### config.mk
export PLATFORM = sky130hd
export DESIGN_NAME = uart_rx_packer
export DESIGN_NICKNAME = d
export VERILOG_FILES = /design/src/rtl/uart_rx_pkg.sv /design/src/rtl/rx_word_packer.sv /design/src/rtl/rx_stale_timer.sv /design/src/rtl/rx_xfer_counter.sv /design/src/rtl/uart_rx_packer.sv
export SDC_FILE = /design/constraint.sdc
export NUM_CORES = 1
export LEC_CHECK = 0
export CORE_MARGIN = 10
export CORE_UTILIZATION = 59
export DETAILED_ROUTE_END_ITERATION = 6
export GPL_ROUTABILITY_DRIVEN = 1
export PLACE_DENSITY = 0.86
export SLEW_MARGIN = 20
export SYNTH_ARGS = -nofsm -noshare
export SYNTH_HDL_FRONTEND = slang
export SYNTH_SLANG_ARGS = --single-unit
### constraint.sdc
create_clock -name clk -period 6.85 [get_ports clk]
set_input_delay 0.685 -clock clk [delete_from_list [all_inputs] [get_ports clk]]
set_output_delay 0.685 -clock clk [all_outputs]
set_load 0.03 [all_outputs]
### src/rtl/uart_rx_pkg.sv
// Shared command codes for the receive word packer.
package uart_rx_pkg;
    typedef enum logic [2:0] {
        CMD_NOP       = 3'd0,
        CMD_RX_RESET  = 3'd1,
        CMD_RX_ON     = 3'd2,
        CMD_RX_OFF    = 3'd3,
        CMD_STALE_ON  = 3'd4,
        CMD_STALE_OFF = 3'd5,
        CMD_STALE_CLR = 3'd6,
        CMD_ERR_CLR   = 3'd7
    } rx_cmd_e;
endpackage

### src/rtl/rx_word_packer.sv
// Packs characters into words, earliest character in the lowest lane.
// Pushes a word when it is full or when a flush is requested with lanes filled.
// Assumes accept and flush come from the same cycle's control decision.
module rx_word_packer #(
    parameter int CHAR_W = 8,
    parameter int WORD_W = 32
) (
    input  logic              clk,
    input  logic              rst_n,
    input  logic              clear,
    input  logic              accept,
    input  logic [CHAR_W-1:0] char_in,
    input  logic              flush,
    output logic              push,
    output logic [WORD_W-1:0] word_out
);
    localparam int LANES = WORD_W / CHAR_W;
    localparam int IDX_W = $clog2(LANES + 1);

    logic [IDX_W-1:0]  fill_q;
    logic [IDX_W-1:0]  fill_nx;
    logic [WORD_W-1:0] word_q;
    logic [WORD_W-1:0] word_nx;
    logic              do_push;
    logic              push_q;
    logic [WORD_W-1:0] data_q;

    // Lane write: the incoming character lands in the lane given by the fill level.
    for (genvar g = 0; g < LANES; g++) begin : g_lane
        assign word_nx[g*CHAR_W +: CHAR_W] =
            (accept && (fill_q == IDX_W'(g))) ? char_in : word_q[g*CHAR_W +: CHAR_W];
    end

    // Push decision: full word, or flush with at least one lane filled.
    always_comb begin
        fill_nx = fill_q + IDX_W'(accept);
        do_push = (fill_nx == IDX_W'(LANES)) || (flush && (fill_nx != '0));
    end

    // Assembly register and output register; a pushed word leaves zeros behind.
    always_ff @(posedge clk) begin
        if (!rst_n || clear) begin
            fill_q <= '0;
            word_q <= '0;
            push_q <= 1'b0;
            data_q <= '0;
        end else begin
            push_q <= do_push;
            if (do_push) begin
                data_q <= word_nx;
                word_q <= '0;
                fill_q <= '0;
            end else begin
                word_q <= word_nx;
                fill_q <= fill_nx;
            end
        end
    end

    assign push     = push_q;
    assign word_out = data_q;
endmodule

### src/rtl/rx_stale_timer.sv
// Counts character-time ticks since the last accepted character.
// Fires expire on the tick that reaches the limit; a limit of 0 acts as 1.
// Assumes run is low when nothing is pending or events are disabled.
module rx_stale_timer #(
    parameter int TMR_W = 8
) (
    input  logic             clk,
    input  logic             rst_n,
    input  logic             clear,
    input  logic             run,
    input  logic             char_seen,
    input  logic             tick,
    input  logic [TMR_W-1:0] limit,
    output logic             expire
);
    logic [TMR_W-1:0] t_q;
    logic [TMR_W-1:0] lim_eff;
    logic [TMR_W:0]   t_inc;

    // Expiry compare against the effective limit.
    always_comb begin
        lim_eff = (limit == '0) ? TMR_W'(1) : limit;
        t_inc   = {1'b0, t_q} + (TMR_W+1)'(1);
        expire  = run && tick && !char_seen && (t_inc >= {1'b0, lim_eff});
    end

    // Tick counter: restarts on characters, expiry, idle or clear.
    always_ff @(posedge clk) begin
        if (!rst_n || clear || char_seen || expire || !run) begin
            t_q <= '0;
        end else if (tick) begin
            t_q <= t_inc[TMR_W-1:0];
        end
    end
endmodule

### src/rtl/rx_xfer_counter.sv
// Counts characters of the current transfer, applies the armed length limit,
// and copies the count into the snapshot when the transfer ends.
// Assumes expire is never high in a cycle with an accepted character.
module rx_xfer_counter #(
    parameter int CNT_W = 16
) (
    input  logic             clk,
    input  logic             rst_n,
    input  logic             clear,
    input  logic             accept,
    input  logic             expire,
    input  logic             len_wr,
    input  logic [CNT_W-1:0] len_val,
    output logic             xfer_end,
    output logic             pending,
    output logic [CNT_W-1:0] snap
);
    logic [CNT_W-1:0] count_q;
    logic [CNT_W-1:0] len_q;
    logic             armed_q;
    logic [CNT_W-1:0] snap_q;
    logic             hit;

    // End detection: armed length reached, or idle timer expiry.
    always_comb begin
        hit      = armed_q && accept && ((count_q + CNT_W'(1)) == len_q);
        xfer_end = !clear && (hit || expire);
        pending  = (count_q != '0);
    end

    // Count, limit and snapshot registers.
    always_ff @(posedge clk) begin
        if (!rst_n) begin
            count_q <= '0;
            len_q   <= '0;
            armed_q <= 1'b0;
            snap_q  <= '0;
        end else if (clear) begin
            count_q <= '0;
            len_q   <= '0;
            armed_q <= 1'b0;
        end else begin
            if (xfer_end) begin
                snap_q  <= count_q + CNT_W'(accept);
                count_q <= '0;
                armed_q <= 1'b0;
            end else if (accept) begin
                count_q <= count_q + CNT_W'(1);
            end
            if (len_wr) begin
                len_q   <= len_val;
                armed_q <= (len_val != '0);
            end
        end
    end

    assign snap = snap_q;
endmodule

### src/rtl/uart_rx_packer.sv
// Receive word packer: decodes commands, gates characters, and ties together
// the packer, idle timer and transfer counter. Holds the enable, event and
// overrun flags. Assumes char_valid is at most one cycle per character.
module uart_rx_packer
    import uart_rx_pkg::*;
#(
    parameter int CHAR_W = 8,
    parameter int WORD_W = 32,
    parameter int CNT_W  = 16,
    parameter int TMR_W  = 8
) (
    input  logic              clk,
    input  logic              rst_n,
    input  logic              char_valid,
    input  logic [CHAR_W-1:0] char_data,
    input  logic              char_tick,
    input  logic              cmd_valid,
    input  logic [2:0]        cmd_code,
    input  logic [TMR_W-1:0]  stale_limit,
    input  logic              len_wr,
    input  logic [CNT_W-1:0]  len_val,
    input  logic              fifo_full,
    output logic              fifo_push,
    output logic [WORD_W-1:0] fifo_data,
    output logic              stale_evt,
    output logic [CNT_W-1:0]  snap_count,
    output logic              overrun
);
    logic rx_en_q;
    logic stale_en_q;
    logic stale_q;
    logic ovr_q;
    logic rx_rst;
    logic accept;
    logic drop;
    logic expire;
    logic xfer_end;
    logic pending;

    // Command decode and character gating.
    always_comb begin
        rx_rst = cmd_valid && (cmd_code == CMD_RX_RESET);
        accept = char_valid && rx_en_q && !fifo_full && !rx_rst;
        drop   = char_valid && rx_en_q && fifo_full && !rx_rst;
    end

    // Receiver and event enables.
    always_ff @(posedge clk) begin
        if (!rst_n) begin
            rx_en_q    <= 1'b0;
            stale_en_q <= 1'b0;
        end else begin
            if (rx_rst || (cmd_valid && cmd_code == CMD_RX_OFF)) rx_en_q <= 1'b0;
            else if (cmd_valid && cmd_code == CMD_RX_ON)         rx_en_q <= 1'b1;
            if (cmd_valid && cmd_code == CMD_STALE_ON)           stale_en_q <= 1'b1;
            else if (cmd_valid && cmd_code == CMD_STALE_OFF)     stale_en_q <= 1'b0;
        end
    end

    // Sticky event and overrun flags; setting wins over clearing.
    always_ff @(posedge clk) begin
        if (!rst_n) begin
            stale_q <= 1'b0;
            ovr_q   <= 1'b0;
        end else begin
            if (xfer_end && stale_en_q)                          stale_q <= 1'b1;
            else if (cmd_valid && cmd_code == CMD_STALE_CLR)     stale_q <= 1'b0;
            if (drop)                                            ovr_q <= 1'b1;
            else if (cmd_valid && cmd_code == CMD_ERR_CLR)       ovr_q <= 1'b0;
        end
    end

    rx_stale_timer #(.TMR_W(TMR_W)) tmr_i (
        .clk       (clk),
        .rst_n     (rst_n),
        .clear     (rx_rst),
        .run       (stale_en_q && pending),
        .char_seen (accept),
        .tick      (char_tick),
        .limit     (stale_limit),
        .expire    (expire)
    );

    rx_xfer_counter #(.CNT_W(CNT_W)) cnt_i (
        .clk      (clk),
        .rst_n    (rst_n),
        .clear    (rx_rst),
        .accept   (accept),
        .expire   (expire),
        .len_wr   (len_wr),
        .len_val  (len_val),
        .xfer_end (xfer_end),
        .pending  (pending),
        .snap     (snap_count)
    );

    rx_word_packer #(.CHAR_W(CHAR_W), .WORD_W(WORD_W)) pack_i (
        .clk      (clk),
        .rst_n    (rst_n),
        .clear    (rx_rst),
        .accept   (accept),
        .char_in  (char_data),
        .flush    (xfer_end),
        .push     (fifo_push),
        .word_out (fifo_data)
    );

    assign stale_evt = stale_q;
    assign overrun   = ovr_q;
endmodule

# After elaboration in Yosys (flattened, before gate mapping)
# Cells that the tools add are included.
dict set report classes {
  addsub 4
  n_mul 0
  n_div 0
  order_cmp 1
  eq_ne 12
  shifts 0
  muxes 13
  bitwise 2
  reduce_logical 51
}
# cell count
set ops {}
lappend ops {{8-bit 2-to-1 mux} 5}
lappend ops {{16-bit nonzero test} 2}
lappend ops {{1-bit logical AND} 25}
lappend ops {{16-bit by 1-bit adder with 16-bit output} 1}
lappend ops {{16-bit by 1-bit adder with 16-bit output (second input constant)} 1}
lappend ops {{16-bit equality test} 1}
lappend ops {{3-bit equality test (second input constant)} 5}
lappend ops {{3-bit by 2-bit equality test with 1-bit output (second input constant)} 4}
lappend ops {{8-bit by 1-bit adder with 9-bit output (second input constant)} 1}
lappend ops {{9-bit by 8-bit >= comparator with 1-bit output} 1}
lappend ops {{8-bit logical NOT} 1}
lappend ops {{1-bit 2-to-1 mux} 8}
lappend ops {{2-bit nonzero test} 4}
lappend ops {{1-bit logical OR} 7}
lappend ops {{3-bit by 1-bit equality test with 1-bit output (second input constant)} 2}
lappend ops {{2-bit OR reduction} 3}
lappend ops {{1-bit logical NOT} 5}
lappend ops {{3-bit by 1-bit adder with 3-bit output} 1}
lappend ops {{3-bit logical NOT} 1}
lappend ops {{3-bit nonzero test} 1}
lappend ops {{3-bit OR reduction} 1}
lappend ops {{1-bit NOT} 2}
lappend ops {{2-bit AND reduction} 1}
dict set report word_totals {
  regBits 129
  latch_bits 0
  ramBits 0
  rom_bits 0
  in_bits 42
  out_inout_bits 51
  elab_cells 96
  memories 0
}

# Logic depth before layout (Yosys ltp)
dict set report logic_depth {
  depth_word 12
  mapped_depth 14
}

# By module
# Synthesis repeated with hierarchy kept, for this count alone.
dict set report unflattened {
  hier_cells 782
  hier_area_um2 6917.9
}
# module n_inst cells_per_inst area_per_inst_um2 seq_area_each_um2
set by_module_without_submodules {}
lappend by_module_without_submodules {rx_xfer_counter 1 361 3021.6 980.9}
lappend by_module_without_submodules {rx_word_packer 1 308 2955.3 1361.3}
lappend by_module_without_submodules {rx_stale_timer 1 90 715.7 160.2}
lappend by_module_without_submodules {uart_rx_packer 1 23 225.2 80.1}

# Worst setup path before layout
# No wires, ideal clock.
dict set report synth_path {
  kind {input to register}
  startpoint {in cmd_code[2]}
  endpoint {reg pack_i.data_q[10] (netlist: pack_i.word_out[10])}
  setup_time_ps 116
  t_arrival_ps 2802
  required_ps 6734
  setup_slack_ps 3932
  stages 12
  path_buffers 2
  path_cell_list {nand4bb_2 -> nand2b_1 -> clkinv_1 -> ha_1 -> ha_1 -> nor2_1 -> nor2_1 -> a21oi_1 -> a21bo_1 -> buf_6 -> buf_6 -> a31o_1}
}
# element line_no
set synth_rtl {}
lappend synth_rtl {{from (decl)} uart_rx_packer.sv:18} ;# input logic [2:0] cmd_code,
lappend synth_rtl {{3-bit by 1-bit equality test with 1-bit output *} uart_rx_packer.sv:42} ;# rx_rst = cmd_valid && (cmd_code == CMD_RX_RESET);
lappend synth_rtl {{1-bit logical AND *} uart_rx_packer.sv:42}
lappend synth_rtl {{1-bit logical NOT *} uart_rx_packer.sv:43} ;# accept = char_valid && rx_en_q && !fifo_full && !rx_rst;
lappend synth_rtl {{1-bit logical AND *} uart_rx_packer.sv:43}
lappend synth_rtl {{net accept} uart_rx_packer.sv:34} ;# logic accept;
lappend synth_rtl {{3-bit by 1-bit adder with 3-bit output *} rx_word_packer.sv:36} ;# fill_nx = fill_q + IDX_W'(accept);
lappend synth_rtl {{net pack_i.fill_nx[1]} rx_word_packer.sv:21} ;# logic [IDX_W-1:0] fill_nx;
lappend synth_rtl {{3-bit nonzero test} rx_word_packer.sv:37} ;# do_push = (fill_nx == IDX_W'(LANES)) || (flush && (fill_nx != '0));
lappend synth_rtl {{1-bit logical AND} rx_word_packer.sv:37}
lappend synth_rtl {{1-bit logical OR *} rx_word_packer.sv:37}
lappend synth_rtl {{to (signal assigned)} rx_word_packer.sv:50} ;# data_q <= word_nx;
lappend synth_rtl {{to (decl)} rx_word_packer.sv:26} ;# logic [WORD_W-1:0] data_q;
# The timed path passes the listed nets; every way through them passes the cells marked *.
# A chain may end at the register's enable or synchronous reset.

# Final worst setup path
dict set report layout_path {
  startpoint {in cmd_code[1]}
  endpoint {reg pack_i.fill_q[0]}
}
# element line_no
set layout_rtl {}
lappend layout_rtl {{3-bit by 1-bit equality test with 1-bit output *} uart_rx_packer.sv:42}
lappend layout_rtl {{1-bit logical AND *} uart_rx_packer.sv:42}
lappend layout_rtl {{1-bit logical NOT *} uart_rx_packer.sv:43}
lappend layout_rtl {{1-bit logical AND *} uart_rx_packer.sv:43}
lappend layout_rtl {{net accept} uart_rx_packer.sv:34}
lappend layout_rtl {{3-bit by 1-bit adder with 3-bit output *} rx_word_packer.sv:36}
lappend layout_rtl {{net pack_i.fill_nx[1]} rx_word_packer.sv:21}
lappend layout_rtl {{3-bit nonzero test} rx_word_packer.sv:37}
lappend layout_rtl {{1-bit logical AND} rx_word_packer.sv:37}
lappend layout_rtl {{1-bit logical OR *} rx_word_packer.sv:37}
lappend layout_rtl {{2-bit OR reduction (no line) *} -}
lappend layout_rtl {{to (signal assigned)} rx_word_packer.sv:55} ;# fill_q <= fill_nx;
lappend layout_rtl {{to (decl)} rx_word_packer.sv:20} ;# logic [IDX_W-1:0] fill_q;
# Marked as above.

==> metrics.json <==
{
  "cts.root.buffer_cell": {"value": "clkbuf_8"},
  "drcViolationCount": {"value": 0},
  "route.detailed.wl_per_inst": {"value": 17.6, "unit": "um"},
  "detailed_place_hpwl": {"value": 10.9, "unit": "mm"},
  "layout.cells.most_common_list": {"value": "129 x dfxtp_1, 92 x clkdlybuf4s50_1, 65 x mux2i_1"},
  "place_worst_setup_slack": {"value": 2.21, "unit": "ns"},
  "initialDrtViolationCount": {"value": 422},
  "core_area": {"value": 0.0104, "unit": "sq mm"},
  "timing.critical_path.to_type": {"value": "flip-flop"},
  "timing.setup.critical_path_class": {"value": "input pin to flip-flop"},
  "yosysTopAreaCell": {"value": "dfxtp_1"},
  "grt_setup_unrepaired": {"value": "no"},
  "holdPathEnd": {"value": "cnt_i.snap[10]"},
  "timing.slew.headroom": {"value": 34.6, "unit": "%"},
  "postCtsHoldBufs": {"value": 0},
  "maximum_number_of_pins_on_one_net_before_global_route_repair": {"value": 51},
  "required": {"value": 7.32, "unit": "ns"},
  "clock_tree.buffer_depth": {"value": 2},
  "vias": {"value": 5297},
  "yosys-top-cells-area": {"value": "dfxtp_1 41%, mux2i_1 10%, xnor2_1 4.2%, xor2_1 4.0%, a211oi_1 3.8%"},
  "post_drt_via_cell_ratio": {"value": 5.93},
  "finalHoldViolations": {"value": 0},
  "initial_utilization": {"value": 61.0, "unit": "%"},
  "timing.critical_path.cells": {"value": "clkdlybuf4s50_1 -> nand4bb_2 -> nand2b_1 -> clkinv_1 -> ha_1 -> ha_1 -> nor2_1 -> a21oi_2 -> buf_4 -> a21bo_2 -> and3_1"},
  "critical_path.slowest_cell": {"value": "a21bo_2"},
  "std_cell_rows": {"value": 37},
  "synth-seq-area-share": {"value": 40.8, "unit": "%"},
  "post-layout-total-power": {"value": 1650, "unit": "uW"},
  "syn-cell-area": {"value": 0.00633, "unit": "sq mm"},
  "grt_util_all_layers": {"value": 20.7, "unit": "%"},
  "total_leakage_power": {"value": 0.00309, "unit": "uW"},
  "post_cts.resized_instances": {"value": 0},
  "final-max-slew-violation-count": {"value": 0},
  "setup.worst_path.start_class": {"value": "input pin"},
  "htree_num_levels": {"value": 4},
  "first_pass_drt_iterations": {"value": 5},
  "globalRoute.totalOverflow": {"value": 0},
  "mostFrequentLayoutCell": {"value": "dfxtp_1"},
  "status": {"value": "completed"},
  "crit_path_max_incr_delay": {"value": 0.68, "unit": "ns"},
  "routed_wirelength": {"value": 15.7, "unit": "mm"},
  "yosys_register_bits": {"value": 129},
  "drt.antenna.violating_nets": {"value": 0},
  "num_io_pins": {"value": 93},
  "timing_worst_slew_pin_value": {"value": 0.978, "unit": "ns"},
  "regToRegStartpoint": {"value": "tmr_i.t_q[0]"},
  "critical_path.top_delay_family": {"value": "buffers and inverters"},
  "timing.rr.end": {"value": "pack_i.fill_q[0]"},
  "edff_count_synth": {"value": 0},
  "crit_buf_inv": {"value": 3},
  "syn-num-nets": {"value": 739},
  "clk-insertion-delay-late": {"value": 0.54, "unit": "ns"},
  "asyncSetResetFlopFracSynth": {"value": 0, "unit": "%"},
  "die_area": {"value": 0.0153, "unit": "sq mm"},
  "path_common_cell": {"value": "ha_1"},
  "worst_ep_arrival_time": {"value": 4.33, "unit": "ns"},
  "clock_sinks": {"value": 129},
  "final.min_clock_period": {"value": 3.86, "unit": "ns"},
  "period_utilisation_layout": {"value": 56.4, "unit": "%"},
  "timing.fmax": {"value": 259, "unit": "MHz"},
  "synthDistinctLibCells": {"value": 58},
  "die_y": {"value": 124, "unit": "um"},
  "place.port_buffers": {"value": 92},
  "netlist_instances": {"value": 682},
  "post-cts-setup-buffer-count": {"value": 0},
  "fp.dieW": {"value": 124, "unit": "um"},
  "clock_skew": {"value": 0.0171, "unit": "ns"},
  "finalNetCount": {"value": 803},
  "timing.final.setup_violations": {"value": 0},
  "synth_top_cell_area_share": {"value": 40.8, "unit": "%"},
  "cts_tree": {"value": "yes"},
  "drive_above_1_share": {"value": 7.26, "unit": "%"},
  "synth_area_per_cell": {"value": 9.28, "unit": "sq um"},
  "setup_tns": {"value": 0, "unit": "ns"},
  "cts_made_buffers": {"value": 17},
  "synthFlopType": {"value": "dfxtp_1"},
  "crit_path_max_fanout": {"value": 35},
  "clk_pin_slew": {"value": 0.06, "unit": "ns"},
  "grt_first_pass_wirelength": {"value": 25.8, "unit": "mm"},
  "antenna_found_initial": {"value": 0},
  "synth_warnings": {"value": 0},
  "gp_congestion": {"value": 0.862},
  "power_density": {"value": 214, "unit": "mW/mm^2"},
  "min_path_cells": {"value": 2},
  "timing.hold.worst.class": {"value": "flip-flop to flip-flop"},
  "regToRegSetupSlack": {"value": 3.38, "unit": "ns"},
  "diodes": {"value": 0},
  "worstHoldStart": {"value": "cnt_i.snap[10]"},
  "syn_to_final_growth": {"value": 21.8, "unit": "%"},
  "maxCapViolCount": {"value": 0},
  "grt_pass1_vias": {"value": 5278},
  "final_critical_path_setup_slack": {"value": 2.99, "unit": "ns"},
  "vdd.ir_drop.worst": {"value": 0.000236, "unit": "V"},
  "reg2reg_depth": {"value": 12}
}
[layout make-up]
| type | count | area [sq um] |
|---|---|---|
| fill | 751 | 2660 |
| timing repair buffer | 97 | 958 |
| clock buffer | 19 | 422 |
| tap | 136 | 170 |
| multi-input combinational | 485 | 3430 |
| sequential | 129 | 2580 |
| inverter | 16 | 60.1 |
| clock inverter | 12 | 87.6 |
[per-stage QoR]
step / hold slack [ns] / cells / cell area [sq um] / util (%)
final: 0.464 / 894 / 7710 / 74.3
after CTS: 0.463 / 894 / 7710 / 74.3
after detailed placement: 0.455 / 863 / 7200 / 69.4
after floorplan: 0.441 / 682 / 6330 / -
after global placement: 0.445 / 863 / 7190 / 69.3
after global routing: 0.492 / 894 / 7710 / 74.3
[worst min-delay path: stages (launching register included)]
cell and delay (ns):
dfxtp_1 0.31, nand2_1 0.05, mux2i_1 0.05
[cells in the mapped netlist, types with 3 or more instances]
cell type and number:
a31o_2 5, ha_1 15, inv_1 15, a21oi_1 9, nand3_1 22, o21ai_0 7, nand4_1 10, clkbuf_1 26
xnor2_1 30, nor3_1 40, and3_1 8, mux2i_1 65, nand2_1 62, xor2_1 29, buf_6 4, and4_1 4
or3_1 3, a211oi_1 32, dfxtp_1 129, nand2b_1 6, nor2_1 60, a31o_1 27, nor4_1 9, buf_4 9
buf_2 12, nand3b_1 3
[worst max path at each step]
| stage | depth (start not counted) | startpoint | end | slack [ns] |
|---|---|---|---|---|
| 2_1_floorplan | 12 | cmd_code[2] | pack_i.word_out[10] | 3.93 |
| 3_3_place_gp | 12 | cmd_code[1] | pack_i.word_out[24] | 2.41 |
| 3_5_place_dp | 11 | cmd_code[1] | pack_i.fill_q[0] | 2.21 |
| 4_1_cts | 12 | cmd_code[1] | pack_i.word_out[7] | 2.74 |
| 5_1_grt | 12 | cmd_code[1] | pack_i.word_out[29] | 2.61 |
| 6_report | 11 | cmd_code[1] | pack_i.fill_q[0] | 2.99 |
[flip-flops by register name, indices dropped and copies added (netlist names)]
name and cells:
cnt_i.snap 16, pack_i.push 1, pack_i.word_out 32, pack_i.word_q 32, cnt_i.count_q 16, cnt_i.armed_q 1, overrun 1, rx_en_q 1
tmr_i.t_q 8, pack_i.fill_q 3, stale_evt 1, stale_en_q 1, cnt_i.len_q 16
[metal layers]
layer	vias to the layer above	wire [um]	part of all wire, %	global-route usage (%)
met4	0	419	2.7	9.68
met3	40	909	5.8	5.07
met5	-	0	0	0
met1	2515	6490	41	24.7
met2	185	7900	50	34.6
li1	2557	-	-	-
[report_power, final]
group / leakage [uW] / internal, uW / switching (uW)
sequential: 0.00104 / 758 / 6.79
combinational: 0.00181 / 45.6 / 56.1
clock: 0.000237 / 443 / 343
total: 0.00309 / 1250 / 406
[cells by family (layout without fill, tap and decap cells)]
kind of cell             after synthesis  in the layout  share of synthesized area [%]
AND/OR/NAND/NOR                      240            240                           18.9
flip-flops                           129            129                           40.8
AO/OA/AOI/OAI                        104            104                           13.1
buffers and inverters                 68            144                           5.30
multiplexers                          65             65                           10.3
XOR/XNOR                              61             61                           8.68
adder cells (fa/ha/maj)               15             15                           2.97
Power figures use the tool's default switching activity.
